## src/rtl/prot_pkg.sv

```systemverilog
package prot_pkg;

    typedef enum logic [1:0] {
        S_OFF   = 2'd0,
        S_ARM   = 2'd1,
        S_RUN   = 2'd2,
        S_FAULT = 2'd3
    } sup_state_e;

    typedef enum logic [2:0] {
        F_NONE     = 3'd0,
        F_VDD_OV   = 3'd1,
        F_OUT_OV   = 3'd2,
        F_OUT_UV   = 3'd3,
        F_BROWNOUT = 3'd4
    } fault_e;

    localparam int unsigned NUM_QUAL = 4;

    typedef struct packed {
        logic brown;
        logic out_uv;
        logic out_ov;
        logic vdd_ov;
    } trip_t;

    function automatic fault_e first_fault(trip_t t);
        if (t.vdd_ov)      return F_VDD_OV;
        else if (t.out_ov) return F_OUT_OV;
        else if (t.out_uv) return F_OUT_UV;
        else if (t.brown)  return F_BROWNOUT;
        return F_NONE;
    endfunction

    function automatic logic [2:0] cab_level(logic [1:0] code);
        return {1'b0, code} + 3'd1;
    endfunction

endpackage

```

## src/rtl/prot_tick.sv

```systemverilog
module prot_tick #(
    parameter int unsigned DIV = 50
) (
    input  logic clk,
    input  logic rst,
    output logic tick_o
);
    localparam int unsigned W = (DIV > 1) ? $clog2(DIV) : 1;
    localparam logic [W-1:0] LAST = W'(DIV - 1);

    logic [W-1:0] cnt_q;

    assign tick_o = (cnt_q == LAST);

    always_ff @(posedge clk) begin
        if (rst)         cnt_q <= '0;
        else if (tick_o) cnt_q <= '0;
        else             cnt_q <= cnt_q + 1'b1;
    end
endmodule

```

## src/rtl/prot_qual.sv

```systemverilog
module prot_qual #(
    parameter int unsigned LIMIT = 4
) (
    input  logic clk,
    input  logic rst,
    input  logic cond_i,
    input  logic step_i,
    output logic trip_o
);
    localparam int unsigned W = $clog2(LIMIT + 1);
    localparam logic [W-1:0] LAST = W'(LIMIT - 1);

    logic [W-1:0] cnt_q;

    assign trip_o = cond_i && step_i && (cnt_q == LAST);

    always_ff @(posedge clk) begin
        if (rst || !cond_i) cnt_q <= '0;
        else if (step_i)    cnt_q <= trip_o ? '0 : cnt_q + 1'b1;
    end
endmodule

```

## src/rtl/prot_cs_guard.sv

```systemverilog
module prot_cs_guard #(
    parameter int unsigned LO_TICKS = 9,
    parameter int unsigned HI_TICKS = 3
) (
    input  logic clk,
    input  logic rst,
    input  logic tick_i,
    input  logic gate_i,
    input  logic low_line_i,
    input  logic cs_low_i,
    input  logic cs_high_i,
    output logic kill_o
);
    localparam int unsigned TMAX = (LO_TICKS > HI_TICKS) ? LO_TICKS : HI_TICKS;
    localparam int unsigned W = $clog2(TMAX + 1);

    logic [W-1:0] on_q;
    logic [W-1:0] lim;
    logic         kill_now;
    logic         kill_q;

    assign lim      = low_line_i ? W'(LO_TICKS) : W'(HI_TICKS);
    assign kill_now = gate_i && (cs_high_i || ((on_q >= lim) && cs_low_i));
    assign kill_o   = kill_now || kill_q;

    always_ff @(posedge clk) begin
        if (rst || !gate_i) begin
            on_q   <= '0;
            kill_q <= 1'b0;
        end else begin
            if (tick_i && (on_q < W'(TMAX))) on_q <= on_q + 1'b1;
            kill_q <= kill_q || kill_now;
        end
    end
endmodule

```

## src/rtl/prot_supervisor.sv

```systemverilog
module prot_supervisor
    import prot_pkg::*;
#(
    parameter int unsigned TICK_CYCLES     = 50,
    parameter int unsigned VDD_OV_TICKS    = 240,
    parameter int unsigned OUT_OV_CYCLES   = 4,
    parameter int unsigned OUT_UV_TICKS    = 80000,
    parameter int unsigned UV_MASK_TICKS   = 80000,
    parameter int unsigned BROWN_TICKS     = 34000,
    parameter int unsigned BROWN_IN_CYCLES = 4,
    parameter int unsigned CS_LO_TICKS     = 9,
    parameter int unsigned CS_HI_TICKS     = 3
) (
    input  logic       clk,
    input  logic       rst,
    input  logic       vdd_on_i,
    input  logic       vdd_off_i,
    input  logic       vdd_ov_i,
    input  logic       out_ov_i,
    input  logic       out_uv_i,
    input  logic       line_ok_i,
    input  logic       line_low_i,
    input  logic       hot_set_i,
    input  logic       hot_clr_i,
    input  logic       cs_low_i,
    input  logic       cs_high_i,
    input  logic       low_line_i,
    input  logic       gate_i,
    input  logic       cyc_stb_i,
    input  logic [1:0] cab_code_i,
    output logic       sw_en_o,
    output logic [2:0] fault_o,
    output logic [2:0] cab_lvl_o
);
    localparam int unsigned QLIM [NUM_QUAL] =
        '{VDD_OV_TICKS, OUT_OV_CYCLES, OUT_UV_TICKS, BROWN_TICKS};
    localparam int unsigned MW = $clog2(UV_MASK_TICKS + 1);
    localparam logic [MW-1:0] MASK_END = MW'(UV_MASK_TICKS);

    logic          tick;
    sup_state_e    st_q, st_d;
    fault_e        flt_q, flt_d;
    logic [2:0]    cab_q, cab_d;
    logic          hot_q;
    logic          active;
    logic [MW-1:0] mask_q;
    logic          mask_done;
    logic [NUM_QUAL-1:0] q_cond, q_step, q_trip;
    trip_t         trips;
    logic          bi_trip;
    logic          cs_kill;

    prot_tick #(.DIV(TICK_CYCLES)) u_tick (
        .clk(clk), .rst(rst), .tick_o(tick)
    );

    assign active    = (st_q == S_ARM) || (st_q == S_RUN);
    assign mask_done = (mask_q == MASK_END);

    // condition and time base of each latching fault, index = trip_t bit
    assign q_cond[0] = active && vdd_ov_i;
    assign q_step[0] = tick;
    assign q_cond[1] = active && out_ov_i;
    assign q_step[1] = cyc_stb_i;
    assign q_cond[2] = active && mask_done && out_uv_i;
    assign q_step[2] = tick;
    assign q_cond[3] = (st_q == S_RUN) && line_low_i;
    assign q_step[3] = tick;

    for (genvar g = 0; g < NUM_QUAL; g++) begin : g_qual
        prot_qual #(.LIMIT(QLIM[g])) u_q (
            .clk(clk), .rst(rst),
            .cond_i(q_cond[g]), .step_i(q_step[g]), .trip_o(q_trip[g])
        );
    end

    assign trips = trip_t'(q_trip);

    prot_qual #(.LIMIT(BROWN_IN_CYCLES)) u_brown_in (
        .clk(clk), .rst(rst),
        .cond_i((st_q == S_ARM) && line_ok_i),
        .step_i(cyc_stb_i),
        .trip_o(bi_trip)
    );

    prot_cs_guard #(.LO_TICKS(CS_LO_TICKS), .HI_TICKS(CS_HI_TICKS)) u_cs (
        .clk(clk), .rst(rst), .tick_i(tick), .gate_i(gate_i),
        .low_line_i(low_line_i), .cs_low_i(cs_low_i), .cs_high_i(cs_high_i),
        .kill_o(cs_kill)
    );

    always_ff @(posedge clk) begin
        if (rst || st_q == S_OFF)                 mask_q <= '0;
        else if (active && tick && !mask_done)    mask_q <= mask_q + 1'b1;
    end

    always_ff @(posedge clk) begin
        if (rst)            hot_q <= 1'b0;
        else if (hot_set_i) hot_q <= 1'b1;
        else if (hot_clr_i) hot_q <= 1'b0;
    end

    always_comb begin
        st_d  = st_q;
        flt_d = flt_q;
        cab_d = cab_q;
        if (vdd_off_i) begin
            st_d  = S_OFF;
            flt_d = F_NONE;
            cab_d = '0;
        end else begin
            case (st_q)
                S_OFF: if (vdd_on_i) begin
                    st_d  = S_ARM;
                    cab_d = cab_level(cab_code_i);
                end
                S_ARM, S_RUN: begin
                    if (|q_trip) begin
                        st_d  = S_FAULT;
                        flt_d = first_fault(trips);
                        cab_d = '0;
                    end else if (st_q == S_ARM && bi_trip) begin
                        st_d = S_RUN;
                    end
                end
                default: ;
            endcase
        end
    end

    always_ff @(posedge clk) begin
        if (rst) begin
            st_q  <= S_OFF;
            flt_q <= F_NONE;
            cab_q <= '0;
        end else begin
            st_q  <= st_d;
            flt_q <= flt_d;
            cab_q <= cab_d;
        end
    end

    assign sw_en_o   = (st_q == S_RUN) && !hot_set_i && !hot_q && !cs_kill;
    assign fault_o   = flt_q;
    assign cab_lvl_o = cab_q;
endmodule

```

## config.mk

```make
export PLATFORM = sky130hd
export DESIGN_NAME = prot_supervisor
export DESIGN_NICKNAME = d
export VERILOG_FILES = /design/src/rtl/prot_pkg.sv /design/src/rtl/prot_tick.sv /design/src/rtl/prot_qual.sv /design/src/rtl/prot_cs_guard.sv /design/src/rtl/prot_supervisor.sv
export SDC_FILE = /design/constraint.sdc
export NUM_CORES = 1
export LEC_CHECK = 0
export BUFFER_PORTS_ARGS = -buffer_cell sky130_fd_sc_hd__buf_4
export CAP_MARGIN = 20
export CORE_AREA = 2 2 104 106
export CTS_CLUSTER_DIAMETER = 120
export DETAILED_ROUTE_END_ITERATION = 7
export DIE_AREA = 0 0 106 108
export PLACE_DENSITY_LB_ADDON = 0.1
export SYNTH_ARGS = -nofsm -noshare
export SYNTH_HDL_FRONTEND = slang
export SYNTH_SLANG_ARGS = --single-unit
export TNS_END_PERCENT = 5
```

## constraint.sdc

```tcl
create_clock -name clk -period 3.8 [get_ports clk]
set_input_delay 1.14 -clock clk [delete_from_list [all_inputs] [get_ports clk]]
set_output_delay 1.14 -clock clk [all_outputs]
set_load 0.03 [all_outputs]
```

==> run_results.csv <==
group,metric,value,unit
status,status,"complete, no violations",
synth,synth-adder-area-share,5.255,%
placed_design,hpwl,5827,um
worst_setup_path,critical_path_required,2.66,ns
synth,syn_avg_cell_area,8.539,sq um
worst_setup_path,worstPathMaxFanout,2,
synth,synthArstFlopShare,0,%
power_and_ir_drop,power_density,385.5,nW/um^2
clock_tree,cts_tree,"built",
grt,first_global_vias,3093,
die,io_pins,25,
die,core_area,10230,sq um
synth,synth_xor_area_share,12.33,%
final_layout,final_nets,532,
die,start_util,39.56,%
synth,netlist-cell-type-count,46,
power_and_ir_drop,peakVddDrop,218.6,uV
synth,ys.flop_type,"dfxtp_1",
synth,muxShareOfSynthArea,1.484,%
power_and_ir_drop,p_switching,371.4,uW
timing,fmax,269.3,MHz
grt,grt_max_degree,21,
final_layout,fin_util,45.37,%
clock_tree,htreeDepth,3,
power_and_ir_drop,leakage,1.591,nW
clock_tree,cts_buffers,9,
worst_setup_path,end_kind,"output pin",
synth,yosys.area_share.simple,29.55,%
drt,wl,8258,um
final_layout,syn2layout_area_growth,14.68,%
clock_tree,postCtsSetupRepairBufs,0,
power_and_ir_drop,comb_power_share,3.5,%
grt,antenna_found_initial,0,
worst_setup_path,cpMostUsedCell,"a21o_1",
die,die-area,11450,sq um
placed_design,routabilityCongestion,0.7718,
clock_tree,clkLatencyLatePin,0.37,ns
final_layout,antennaDiodeCount,0,
timing,slew_headroom,39.86,%
clock_tree,clock-sinks,84,
drt,drc_errors,0,
worst_setup_path,crit_arrival,2.57,ns
timing,rsz0062_at_grt,"false",
synth,synth_compound_gate_area_share,6.708,%
power_and_ir_drop,power.share.sequential,49.7,%
power_and_ir_drop,clkPwrFrac,46.8,%
worst_setup_path,worstSetupStartpointType,"input pin",
drt,post_drt_wl_per_cell,12.94,um
timing,finalClockSkew,0.01380,ns
timing,final_hold_viol_count,0,
flow_run,cap_violations,0,
clock_tree,cts_hold_buf,0,
synth,seq_area_frac_synth,41.55,%
drt,num_vias,3241,
clock_tree,clkTransAtPathRegs,0.08,ns
grt,grt_first_pass_wirelength,14410,um
timing,slew_violations,0,
synth,synth-seq-cells,84,
worst_setup_path,cp_cell_sequence,"buf_4 > ha_1 > a211o_1 > a21o_1 > a21o_1 > a21oi_2 > and3_4 > buf_6",
synth,syn-instance-count,474,
timing,setup-violations-final,0,
worst_hold_path,hold_class,"flip-flop to flip-flop",
die,die_h,108,um
drt,drt_first_pass_iters,4,
power_and_ir_drop,netSwitchingFraction,20.75,%
drt,final_antenna_net_count,0,
die,fp.dieW,106,um
synth,syn-num-nets,509,
power_and_ir_drop,cell_internal_pwr,1.418,mW
worst_setup_path,reg2reg_slack,1.16,ns
drt,viasPerCell,5.080,
worst_setup_path,crit_path_start,"low_line_i",
worst_setup_path,worst_path_max_delay_cell,"ha_1",
grt,grt_usage,15.78,%
die,rows,37,
timing,post-route-period-util,97.72,%
synth,ys_warn_count,0,
timing,worst_pin_slew,0.8939,ns
synth,synth_top_family_by_area,"simple AND/OR/NAND/NOR gates",
synth,syn-cell-area,4048,sq um
timing,finalSetupTns,0,ns
final_layout,drive_gt1_share,10.76,%
worst_setup_path,slowest_delay,0.28,ns
timing,finalCriticalPeriod,3.713,ns
drt,drt_iter0_markers,148,
worst_setup_path,critPathCapture,"sw_en_o",
grt,overflow,0,
clock_tree,root_buffer,"clkbuf_8",
worst_setup_path,reg2regPathDepth,7,
worst_setup_path,timing.rr.start,"u_tick.cnt_q[0]",
synth,synth_edf_count,0,
placed_design,port_buffers,24,
clock_tree,max-clock-path-buffers,2,
worst_setup_path,path_class,"input pin to output pin",
worst_setup_path,r2r_end,"cab_lvl_o[1]",
[stage by stage]
step	setup WS (ns)	instances	instance area, sq um	hold WS [ns]	total power [mW]
5_1_grt	0.02928	638	4642	0.4789	1.861
2_1_floorplan	0.1517	474	4048	0.4235	0.9479
4_1_cts	0.01136	638	4629	0.4536	1.814
3_5_place_dp	0.01152	622	4365	0.4401	0.9734
6_report	0.08657	638	4642	0.4502	1.789
3_3_place_gp	0.02979	622	4365	0.4334	0.9726
[metal layers]
layer  vias to the layer above  wire [um]  global-route usage (%)
li1                       1687          -                       -
met1                      1508       4162                   21.04
met2                        38       3724                   24.98
met3                         8        271                   3.315
met4                         0         99                   6.485
met5                         -          0                       0
[cell usage after synthesis (3+ instances only)]
cell type / instances / share of area [%]
mux2i_1: 6 / 1.5
clkbuf_1: 14 / 1.3
or4_1: 3 / 0.56
o211ai_1: 3 / 0.56
nand4_1: 14 / 2.2
xnor2_1: 28 / 6.1
nand3_1: 23 / 2.8
a21oi_1: 12 / 1.5
or2_2: 4 / 0.62
and3_1: 14 / 2.2
nor2_1: 75 / 7.0
ha_1: 17 / 5.3
dfxtp_1: 84 / 42
nor4b_1: 3 / 0.65
a211o_1: 3 / 0.65
nor3_1: 22 / 2.7
nand4b_1: 3 / 0.65
nor4_1: 11 / 1.7
xor2_1: 29 / 6.3
inv_1: 17 / 1.6
nand2_1: 44 / 4.1
and4_1: 3 / 0.65
nand2b_1: 5 / 0.77
or3_1: 3 / 0.46
o21ai_0: 6 / 0.74
[how the worst min path moves through the flow]
stage	start	to	slack [ns]	depth (start not counted)
2_1_floorplan	g_qual[1].u_q.cnt_q[2]	g_qual[1].u_q.cnt_q[2]	0.42	2
3_3_place_gp	g_qual[1].u_q.cnt_q[2]	g_qual[1].u_q.cnt_q[2]	0.43	2
3_5_place_dp	g_qual[1].u_q.cnt_q[2]	g_qual[1].u_q.cnt_q[2]	0.44	2
4_1_cts	g_qual[1].u_q.cnt_q[2]	g_qual[1].u_q.cnt_q[2]	0.45	2
5_1_grt	g_qual[1].u_q.cnt_q[2]	g_qual[1].u_q.cnt_q[2]	0.48	2
6_report	g_qual[1].u_q.cnt_q[2]	g_qual[1].u_q.cnt_q[2]	0.45	2
[cell type report]
class	count	area, sq um
Clock inverter	6	136.4
Tap cell	136	170.2
Sequential cell	84	1682
Multi-Input combinational cell	357	2248
Timing Repair Buffer	28	214.0
Inverter	17	63.81
Clock buffer	10	127.6
Fill cell	1053	5589
[cell usage in the layout (no fill, tap or decap), types with 4 or more instances in the layout]
cell type  instances
nand4_1           14
clkbuf_8           9
mux2i_1            6
xor2_1            29
nor3_1            22
nand2_1           44
and3_1            13
bufinv_16          4
o21ai_0            6
ha_1              17
nor4_1            11
dfxtp_1           84
nor2_1            75
inv_1             17
or2_2              4
nand2b_1           5
nand3_1           23
xnor2_1           28
a21oi_1           11
buf_4             27
[logic make-up after synthesis]
kind of cell             Yosys count
AND/OR/NAND/NOR                  239
flip-flops                        84
XOR/XNOR                          57
AO/OA/AOI/OAI                     38
buffers and inverters             33
adder cells (fa/ha/maj)           17
multiplexers                       6
[sequential cells by signal, summed over array words and instances, names as in the netlist]
signal / count
u_tick.cnt_q: 6
u_brown_in.cnt_q: 3
st_q: 2
cab_lvl_o: 3
fault_o: 3
g_qual.u_q.cnt_q: 44
u_cs.on_q: 4
mask_q: 17
u_cs.kill_q: 1
hot_q: 1
[power by group through the flow]
| stage | Combinational (mW) | Sequential, mW | Clock [mW] |
|---|---|---|---|
| 3_3_place_gp | 0.0623 | 0.910 | 0 |
| 3_5_place_dp | 0.0628 | 0.911 | 0 |
| 5_1_grt | 0.0703 | 0.891 | 0.899 |
| 6_report | 0.0626 | 0.890 | 0.837 |
| 4_1_cts | 0.0631 | 0.890 | 0.861 |
| 2_1_floorplan | 0.0364 | 0.911 | 0 |
[worst max-delay path, delay by kind of cell]
family | cells | cell delay [ns]
simple gates | 1 | 0.19
compound gates | 4 | 0.73
fa+ha+maj | 1 | 0.28
buf+inv | 2 | 0.23
[what timing repair did]
item / CTS / global route
endpoints found under the setup margin: 0 / 1
resized for setup: 0 / 3
hold endpoints to repair: 0 / 0
(Power assumes the default switching activity.)
